**src/rtl/acc_alu_pkg.sv**
```systemverilog
package acc_alu_pkg;

  // Function codes, exactly as seen on op_i
  typedef enum logic [2:0] {
    FN_ADD   = 3'b000,
    FN_XNOR  = 3'b001,
    FN_PASSB = 3'b010,
    FN_AND   = 3'b011,
    FN_DEC   = 3'b100,
    FN_ORN   = 3'b101,
    FN_OR    = 3'b110,
    FN_PASSA = 3'b111
  } fn_e;

  // Expanded control word: a mode bit (1 = logic, 0 = arithmetic)
  // and the four-bit function select
  typedef struct packed {
    logic       logic_mode;
    logic [3:0] sel;
  } ctl_t;

  localparam logic [3:0] SEL_ARITH_ADD = 4'b1001;
  localparam logic [3:0] SEL_ARITH_DEC = 4'b1111;

endpackage

```
**src/rtl/acc_alu_decode.sv**
```systemverilog
module acc_alu_decode
  import acc_alu_pkg::*;
(
  input  logic [2:0] op_i,
  output ctl_t       ctl_o,
  output logic       is_arith_o
);

  // The mode and top select bits are tied high. The two codes whose
  // logic meaning is not wanted are moved onto arithmetic patterns.
  always_comb begin
    ctl_o.logic_mode = 1'b1;
    ctl_o.sel        = {1'b1, op_i};
    unique case (fn_e'(op_i))
      FN_ADD: begin
        ctl_o.logic_mode = 1'b0;
        ctl_o.sel        = SEL_ARITH_ADD;
      end
      FN_DEC: begin
        ctl_o.logic_mode = 1'b0;
        ctl_o.sel        = SEL_ARITH_DEC;
      end
      default: ;
    endcase
  end

  assign is_arith_o = ~ctl_o.logic_mode;

endmodule

```
**src/rtl/acc_alu_core.sv**
```systemverilog
module acc_alu_core
  import acc_alu_pkg::*;
#(
  parameter int W = 4
) (
  input  ctl_t         ctl_i,
  input  logic [W-1:0] a_i,
  input  logic [W-1:0] b_i,
  output logic [W-1:0] res_o,
  output logic         carry_o
);

  localparam logic [W-1:0] ONES = {W{1'b1}};

  // Logic half of the select space, upper select bit set
  function automatic logic [W-1:0] logic_fn(input logic [3:0] sel,
                                            input logic [W-1:0] a,
                                            input logic [W-1:0] b);
    logic [W-1:0] r;
    unique case (sel[2:0])
      3'b000:  r = ~a | b;
      3'b001:  r = ~(a ^ b);
      3'b010:  r = b;
      3'b011:  r = a & b;
      3'b100:  r = ONES;
      3'b101:  r = a | ~b;
      3'b110:  r = a | b;
      default: r = a;
    endcase
    return r;
  endfunction

  // Arithmetic patterns in use; the top bit of the result is carry/borrow
  function automatic logic [W:0] arith_fn(input logic [3:0] sel,
                                          input logic [W-1:0] a,
                                          input logic [W-1:0] b);
    logic [W:0] r;
    if (sel == SEL_ARITH_ADD)
      r = {1'b0, a} + {1'b0, b};
    else if (sel == SEL_ARITH_DEC)
      r = {1'b0, a} - {{W{1'b0}}, 1'b1};
    else
      r = {1'b0, a};
    return r;
  endfunction

  logic [W:0] arith_w;

  always_comb begin
    arith_w = arith_fn(ctl_i.sel, a_i, b_i);
    if (ctl_i.logic_mode) begin
      res_o   = logic_fn(ctl_i.sel, a_i, b_i);
      carry_o = 1'b0;
    end else begin
      res_o   = arith_w[W-1:0];
      carry_o = arith_w[W];
    end
  end

endmodule

```
**src/rtl/acc_alu_state.sv**
```systemverilog
module acc_alu_state #(
  parameter int W = 4
) (
  input  logic         clk,
  input  logic         rst,
  input  logic         load_i,
  input  logic [W-1:0] res_i,
  input  logic         carry_i,
  output logic [W-1:0] res_q,
  output logic         carry_q,
  output logic         zero_q
);

  logic zero_n;
  assign zero_n = (res_i == '0);

  always_ff @(posedge clk) begin
    if (rst) begin
      res_q   <= '0;
      carry_q <= 1'b0;
      zero_q  <= 1'b0;
    end else if (load_i) begin
      res_q   <= res_i;
      carry_q <= carry_i;
      zero_q  <= zero_n;
    end
  end

endmodule

```
**src/rtl/acc_alu8.sv**
```systemverilog
module acc_alu8
  import acc_alu_pkg::*;
#(
  parameter int W = 4
) (
  input  logic         clk,
  input  logic         rst,
  input  logic         valid_i,
  input  logic [2:0]   op_i,
  input  logic [W-1:0] a_i,
  output logic [W-1:0] res_o,
  output logic         carry_o,
  output logic         zero_o
);

  ctl_t         ctl_w;
  logic         is_arith_w;
  logic [W-1:0] res_n;
  logic         carry_n;

  // Named events for the checker
  logic ev_load;
  logic ev_wrap;
  assign ev_load = valid_i & ~rst;
  assign ev_wrap = ev_load & is_arith_w & carry_n;

  acc_alu_decode u_dec (
    .op_i      (op_i),
    .ctl_o     (ctl_w),
    .is_arith_o(is_arith_w)
  );

  acc_alu_core #(.W(W)) u_core (
    .ctl_i  (ctl_w),
    .a_i    (a_i),
    .b_i    (res_o),
    .res_o  (res_n),
    .carry_o(carry_n)
  );

  acc_alu_state #(.W(W)) u_state (
    .clk    (clk),
    .rst    (rst),
    .load_i (valid_i),
    .res_i  (res_n),
    .carry_i(carry_n),
    .res_q  (res_o),
    .carry_q(carry_o),
    .zero_q (zero_o)
  );

endmodule

```
**config.mk**
```make
export PLATFORM = sky130hd
export DESIGN_NAME = acc_alu8
export DESIGN_NICKNAME = d
export VERILOG_FILES = /design/src/rtl/acc_alu_pkg.sv /design/src/rtl/acc_alu_decode.sv /design/src/rtl/acc_alu_core.sv /design/src/rtl/acc_alu_state.sv /design/src/rtl/acc_alu8.sv
export SDC_FILE = /design/constraint.sdc
export NUM_CORES = 1
export LEC_CHECK = 0
export BUFFER_PORTS_ARGS = -buffer_cell sky130_fd_sc_hd__buf_2
export CORE_ASPECT_RATIO = 1.2
export CORE_MARGIN = 3
export CORE_UTILIZATION = 45
export DETAILED_ROUTE_END_ITERATION = 7
export PLACE_DENSITY = 0.76
export SYNTH_ARGS = -nofsm -noshare
export SYNTH_HDL_FRONTEND = slang
export SYNTH_HIERARCHICAL = 1
export SYNTH_SLANG_ARGS = --single-unit
```
**constraint.sdc**
```tcl
create_clock -name clk -period 1.85 [get_ports clk]
set_input_delay 0.2775 -clock clk [delete_from_list [all_inputs] [get_ports clk]]
set_output_delay 0.2775 -clock clk [all_outputs]
set_load 0.1 [all_outputs]
```
# Word level (Yosys, flattened, before mapping)

Cells that the tools add are included.
W data, S select, Z words.

Output and inout port bits: 6
Logic and storage cells: 31
Register bits: 6
Bits of input ports: 10

Add/subtract/negate cells: 2
Bitwise gates (word level): 8
Reductions and logical operators: 3
Eq/ne operators: 9
Multiplexer cells: 6

Operators with widths:

| operator              | number |
|---|---|
| $pmux W4 S7           | 1 |
| $eq A3 B3 Y1 const B  | 4 |
| $not A4 Y4            | 3 |
| $or A4 B4 Y4          | 3 |
| $mux W5               | 2 |
| $pmux W5 S2           | 1 |
| $eq A4 B4 Y1 const B  | 2 |
| $eq A3 B2 Y1 const B  | 2 |
| $logic_not A3 Y1      | 2 |
| $add A4 B4 Y5         | 1 |
| $sub A4 B1 Y5 const B | 1 |
| $and A4 B4 Y4         | 1 |
| $logic_not A4 Y1      | 1 |
| $mux W4               | 1 |
| $xor A4 B4 Y4         | 1 |
| $eq A3 B1 Y1 const B  | 1 |
| $mux W1               | 1 |

# Longest topological paths before layout

Gate-level depths: netlist of run 1.

Depth after elaboration: 7
Mapped depth: 9
Depth with buffers taken out: 8

# Cells and area by module

The synthesis of run 1 kept the hierarchy.

By module, submodules not included:

| module         | area an instance (um2) | instances | cells an instance | sequential area each (um2) |
|---|---|---|---|---|
| acc_alu_core   | 589.3                  | 1         | 84                | 0.0 |
| acc_alu_state  | 232.7                  | 1         | 21                | 120.1 |
| acc_alu_decode | 43.8                   | 1         | 8                 | 0.0 |

# Worst setup path after synthesis of run 1

No wires, ideal clock.

Path kind: reg2reg
Start: register u_state.res_q[2]
End: register u_state.zero_q
Setup slack: -0.796 ns
Library setup time: 0.116 ns
Required time: 1.734 ns
Clock period less this slack: 2.646 ns
Arrival: 2.531 ns
Cell stages (with the launch flop): 9
Buffers on the path: 0
Path through: dfxtp_1 -> inv_1 -> ha_1 -> inv_1 -> a221oi_1 -> mux2_2 -> o211ai_1 -> nor4_2 -> a31o_1

Elaborated cells between the ends (all ways): 12
Classes of those cells: add/sub: 1; mux: 3; bitwise: 7; reduce/logical: 1

RTL lines:

| item                     | line                | RTL |
|---|---|---|
| start: declaration       | acc_alu_state.sv:9  | `output logic [W-1:0] res_q,` |
| start signal: assignment | acc_alu_state.sv:23 | `res_q <= res_i;` |
| $add A4 B4 Y5            | acc_alu_core.sv:39  | `r = {1'b0, a} + {1'b0, b};` |
| $mux W5                  | acc_alu_core.sv:38  | `if (sel == SEL_ARITH_ADD)` |
| $mux W4                  | acc_alu_core.sv:51  | `if (ctl_i.logic_mode) begin` |
| via res_n[3]             | acc_alu8.sv:18      | `logic [W-1:0] res_n;` |
| $logic_not A4 Y1         | acc_alu_state.sv:15 | `assign zero_n = (res_i == '0);` |
| end signal: assignment   | acc_alu_state.sv:25 | `zero_q <= zero_n;` |
| end: declaration         | acc_alu_state.sv:11 | `output logic zero_q` |

The timed path passes the listed nets, and every way through them passes these cells.
A chain may end at the register's enable or synchronous reset.

# Worst setup path in the final report of run 1

Ends and elaborated chain as after synthesis.

==> flow_metrics.tcl, run 1 <==
set metrics [dict create \
    io_buffers 15 \
    ctsHoldBuffers 0 \
    setup_slack_ns -0.0349 \
    end_kind "flop" \
    layout-drive-gt1-share_pct 39.3 \
    power_density_nw_per_um2 504 \
    cp_slowest_cell "dfxtp_4" \
    place_hpwl_um 1900 \
    cts_made_buffers 3 \
    wirelength_um 2350 \
    synth_cells 112 \
    final_cell_mix "21 x buf_4, 15 x buf_2, 13 x nor2_1" \
    dr.first_iter.drc_count 30 \
    dieArea_um2 2480 \
    wl_per_cell_um 14.4 \
    status "finished with violations" \
    cts_tree "done" \
    path_cells "inv_4 -> ha_4 -> inv_2 -> a221oi_2 -> mux2_4 -> o211ai_1 -> nor4_2 -> a31o_1" \
    slowest_delay_ns 0.35 \
    die_w_um 46.0 \
    slew_violations 0 \
    hold_slack_ns 0.269 \
    core.rowCount 16 \
    grt_use_met3_pct 3.01 \
    grt-busiest-layer "met2" \
    antenna_found_initial 0 \
    diodes 0 \
    p_clk_share_pct 20.3 \
    grt_use_met1_pct 24.6 \
    place_area_um2 1100 \
    grt_pass1_wl_um 3900 \
    cp_max_fo 3 \
    setup_viol_count_final 1 \
    area_delta_synth_final_pct 34.3 \
    gr-usage-met2_pct 37.6 \
    seqCellArea_um2 135 \
    die_h_um 53.9 \
    clock_sinks 6 \
    clock_latency_ns 0.25 \
    ir_drop_mv 0.413 \
    overflow 0 \
    fin_util_pct 67.2 \
    total_power_uw 583 \
    clkTransAtPathRegs_ns 0.04 \
    drc 0 \
    grt_max_degree 10 \
    power_leakage_uw 0.000569 \
    drv_cap 0 \
    hold_class "input port to flop" \
    critPathRequiredTime_ns 1.99 \
    arrival_ns 2.02 \
    power_switching_uw 244 \
    synthesis.area_um2 862 \
    start_util_pct 50.1 \
    internal_power_uw 339 \
    failed_checks "setup timing" \
    combPwrFrac_pct 54.4 \
    final_common_cell "buf_4" \
    ant_nets 0 \
    switching_share_pct 41.9 \
    rsz0062_at_grt "true" \
    yosysWarnings 6 \
    grt_util_all_layers_pct 21.7 \
    fillers 145 \
    viasPerCell 5.89 \
    crit_type "flop to flop" \
    num_vias 960 \
    syn_nets 132 \
    pre_cts_ws_ns -0.126 \
    min_period_ns 1.88 \
    multi_input_area_um2 683 \
    grt_pass1_vias 931 \
    ctsHtreeMaxLevel 1 \
    hold_violations 0 \
    fp.coreArea_um2 1720 \
    place_congestion 0.875 \
    syn_area_per_cell_um2 7.70 \
    nNetsFinal 167 \
    stdcell_area_um2 1160 \
    fin_crit_sh_pct 102 \
    max_freq_ghz 0.531 \
    critPathLaunchType "flop" \
    dr.pass1.iters 4 \
    cts.path.max_buffers 2 \
    cts-root-buf "clkbuf_4" \
    io_pins 16 \
    skew_ns 0.00188 \
    seqPwrFrac_pct 25.3 \
]
[worst max-delay path, delay by kind of cell (launching register included)]
family	cells	cell delay [ns]
DFF	1	0.35
buffers and inverters	2	0.08
adders and majority gates	1	0.27
and+or+nand+nor	1	0.10
AOI/OAI and AO/OA	3	0.65
muxes	1	0.33
[path summary, 6_finish.rpt]
check                    from                to  slack, ns  depth (start not counted)
max          u_state/res_q[2]    u_state/zero_q      -0.03                          8
min                       rst  u_state/res_q[2]       0.27                          2
max reg2reg  u_state/res_q[2]    u_state/zero_q      -0.03                          8
min reg2reg   u_state/carry_q   u_state/carry_q       0.52                          2
[layout make-up]
class | instances | share of cell area (%)
clock buffers | 3 | 1.95
inverters | 15 | 5.30
well taps | 18 | 1.95
flip-flops and latches | 6 | 11.7
repair buffers | 36 | 20.1
multi-input cells | 85 | 59.0
[flip-flops by register name (all words and copies together), names as in the netlist]
signal,cells
u_state/carry_q,1
u_state/res_q,4
u_state/zero_q,1
[power groups by stage]
stage	sequential, uW	clock (uW)	combinational [uW]
after global routing	149	132	345
after CTS	147	128	306
after detailed placement	151	0	299
after global placement	150	0	289
final	148	118	317
after floorplan	211	0	145
[stage by stage]
stage / setup TNS (ns) / instances
6_report: -0.0349 / 163
3_3_place_gp: -0.160 / 158
4_1_cts: -0.0167 / 162
5_1_grt: -0.142 / 163
3_5_place_dp: -0.255 / 158
2_1_floorplan: -0.107 / 112
[repair_timing]
action	in CTS	in global routing
pin swaps	0	4
buffers inserted	1	1
gates resized for setup	1	4
gates cloned	0	0
setup endpoints to repair	1	3
[routing by layer]
layer | vias up | wire length [um]
met3 | 9 | 134
li1 | 463 | -
met5 | - | 0
met2 | 40 | 1190
met1 | 448 | 946
met4 | 0 | 86
(Power assumes the default switching activity.)
==> run 2, diff against run 1 <==
--- a/config.mk
+++ b/config.mk
@@ -10,8 +10,8 @@
 export CORE_MARGIN = 3
 export CORE_UTILIZATION = 45
 export DETAILED_ROUTE_END_ITERATION = 7
-export PLACE_DENSITY = 0.76
+export PLACE_DENSITY = 0.77
+export SLEW_MARGIN = 20
 export SYNTH_ARGS = -nofsm -noshare
 export SYNTH_HDL_FRONTEND = slang
-export SYNTH_HIERARCHICAL = 1
 export SYNTH_SLANG_ARGS = --single-unit
==> run 2 against run 1 <==
Clock-buffer cell count is the same. Area after synthesis shrank 9.4%. Critical endpoint is now u_state.zero_q. Global-route usage down 4.9 points. Power is 12% lower. Setup slack improved by 0.10 ns. Clock power barely moved. Utilization fell by 7.4 points. Final cell count decreased by 18%. The run now ends clean. Sequential cell count unchanged.
==> flow_metrics.tcl, run 2 <==
set metrics [dict create \
    worstReg2RegStart "u_state.res_q[0]" \
    synthTopCellsByCount "9 x ha_1, 9 x inv_1, 7 x a21oi_1, 7 x nor2_1, 6 x dfxtp_1" \
    dr.pass1.iters 4 \
    arrival_ns 1.91 \
    largest_registers "u_state.res_q x4, u_state.carry_q x1, u_state.zero_q x1" \
    synth_cells 100 \
    synth_area_leaders "dfxtp_1 15%, ha_1 14%, a21oi_1 4.5%" \
    die_w_um 44.0 \
    nNetsFinal 138 \
    path_cells "ha_2 -> fa_1 -> nor2_1 -> a21oi_1 -> o22ai_1 -> and2_1 -> a31o_1" \
    place_congestion 0.884 \
    crit_type "flop to flop" \
    async_reset_ff_share_pct 0 \
    cp_slowest_cell "fa_1" \
    setup_slack_ns 0.0668 \
    min_period_ns 1.78 \
    slew_violations 0 \
    fin_crit_sh_pct 96.4 \
    max_freq_ghz 0.561 \
    synth-edff-count 0 \
    cts-root-buf "clkbuf_4" \
    clock_sinks 6 \
    post_cts_buffers 0 \
    cp_max_fo 3 \
    start_util_pct 50.7 \
    ctsHtreeMaxLevel 1 \
    overflow 0 \
    min_from "rst" \
    hold_violations 0 \
    cts_tree "done" \
    drv_cap 0 \
    place_hpwl_um 1380 \
    yosysTopAreaCell "dfxtp_1" \
    ant_nets 0 \
    io_buffers 15 \
    die_h_um 51.6 \
    post_cts_resized 0 \
    max_flop_register "u_state.res_q" \
    grt_pass1_vias 711 \
    core.rowCount 15 \
    hold_slack_ns 0.278 \
    syn_area_per_cell_um2 7.81 \
    grt_util_all_layers_pct 16.8 \
    wirelength_um 1860 \
    final.setup.tns_ns 0 \
    status "complete, no violations" \
    hold_end "u_state.res_q[0]" \
    synthesis.area_um2 781 \
    yosysWarnings 0 \
    slowest_delay_ns 0.50 \
    rr_worst_depth 7 \
    area_delta_synth_final_pct 17.9 \
    power_density_nw_per_um2 556 \
    ys.flop_type "dfxtp_1" \
    io_pins 16 \
    pre_cts_ws_ns 0.0202 \
    ctsHoldBuffers 0 \
    clkTransAtPathRegs_ns 0.04 \
    slew_headroom_pct 67.6 \
    critPathLaunchType "flop" \
    ir_drop_mv 0.404 \
    final_common_cell "buf_2" \
    synthDistinctLibCells 38 \
    wl_per_cell_um 14.0 \
    fp.coreArea_um2 1540 \
    layout-drive-gt1-share_pct 30.2 \
    num_vias 792 \
    skew_ns 0.00122 \
    clock_latency_ns 0.23 \
    rsz0062_at_grt "false" \
    worstReg2RegEnd "u_state.zero_q" \
    drc 0 \
    diodes 0 \
    cts.path.max_buffers 2 \
    synth_top_cell_area_share_pct 15.4 \
    viasPerCell 5.95 \
    dr.first_iter.drc_count 21 \
    dieArea_um2 2270 \
    power_leakage_uw 0.000392 \
    grt_pass1_wl_um 3020 \
    end_kind "flop" \
    max_slew.worst_pin.slew_ns 0.489 \
    synth-seq-cells 6 \
    setup_viol_count_final 0 \
    hold_class "input port to flop" \
    grt_max_degree 28 \
    cts_made_buffers 3 \
    critPathRequiredTime_ns 1.98 \
    final_cell_mix "15 x buf_2, 9 x inv_1, 7 x a21oi_1, 7 x nor2_1, 7 x ha_1" \
    largest_reg_flops 4 \
    ys_seq_area_share_pct 15.4 \
    worst-r2r-setup-slack_ns 0.07 \
    syn_nets 120 \
    holdPathStages 2 \
    antenna_found_initial 0 \
]
-- run 2: cell count changes in the layout (fill, tap and decap cells not counted), moves of 3 or more --
cell      previous run  this run
a21oi_1              3         7
a221o_1              3         0
buf_4               21         3
inv_1               12         9
mux2i_1              8         0
nand3b_1             0         3
nor2_1              13         7
-- run 2: worst max path at each step --
stage	depth (start not counted)	from	endpoint	slack, ns
2_1_floorplan	7	u_state.res_q[0]	u_state.zero_q	0.02
3_3_place_gp	8	a_i[0]	u_state.zero_q	0.05
3_5_place_dp	8	a_i[0]	u_state.zero_q	0.02
4_1_cts	7	u_state.res_q[2]	u_state.res_q[3]	0.05
5_1_grt	7	u_state.res_q[0]	u_state.zero_q	0.0009
6_report	7	u_state.res_q[0]	u_state.zero_q	0.07
-- run 2: per-stage QoR --
stage	util (%)	power (uW)	area, um^2	instances
floorplan	-	332	798	100
global placement	57.2	383	880	130
detailed placement	57.2	388	880	130
CTS	58.6	507	902	133
global route	59.8	548	921	133
finish	59.8	512	921	133
-- run 2: logic make-up (layout without fill, tap and decap cells) --
| group | count (synthesis) | in the layout | synth area share, % |
|---|---|---|---|
| flops | 6 | 6 | 15.4 |
| simple gates | 33 | 33 | 24.7 |
| fa+ha+maj | 10 | 10 | 17.0 |
| compound gates | 34 | 34 | 30.4 |
| buf+inv | 14 | 30 | 9.13 |
| xor+xnor | 3 | 3 | 3.37 |
-- run 2: worst max-delay path, delay by kind of cell (launching register included) --
family	cells	cell delay (ns)
and+or+nand+nor	2	0.21
DFF	1	0.34
adders and majority gates	2	0.69
AOI/OAI and AO/OA	3	0.43
-- run 2: area by class of cell --
type / instances / area, um^2
fill: 156 / 618
clock buffer: 3 / 22.5
timing repair buffer: 18 / 97.6
multi-input combinational: 80 / 611
tap: 17 / 21.3
inverter: 9 / 33.8
sequential: 6 / 135
-- run 2: per-layer routing --
metal  wire length [um]  up-vias  track usage, %
li1                   -      393               -
met1                849      381            22.0
met2                928       14            28.9
met3                 58        4            2.77
met4                 23        0            2.51
met5                  0        -               0
-- run 2: where the power goes --
part,total (uW),switching (uW),internal (uW)
registers,150,11.8,138
clock network,116,42.8,73.1
logic,246,164,81.9
total,512,219,293
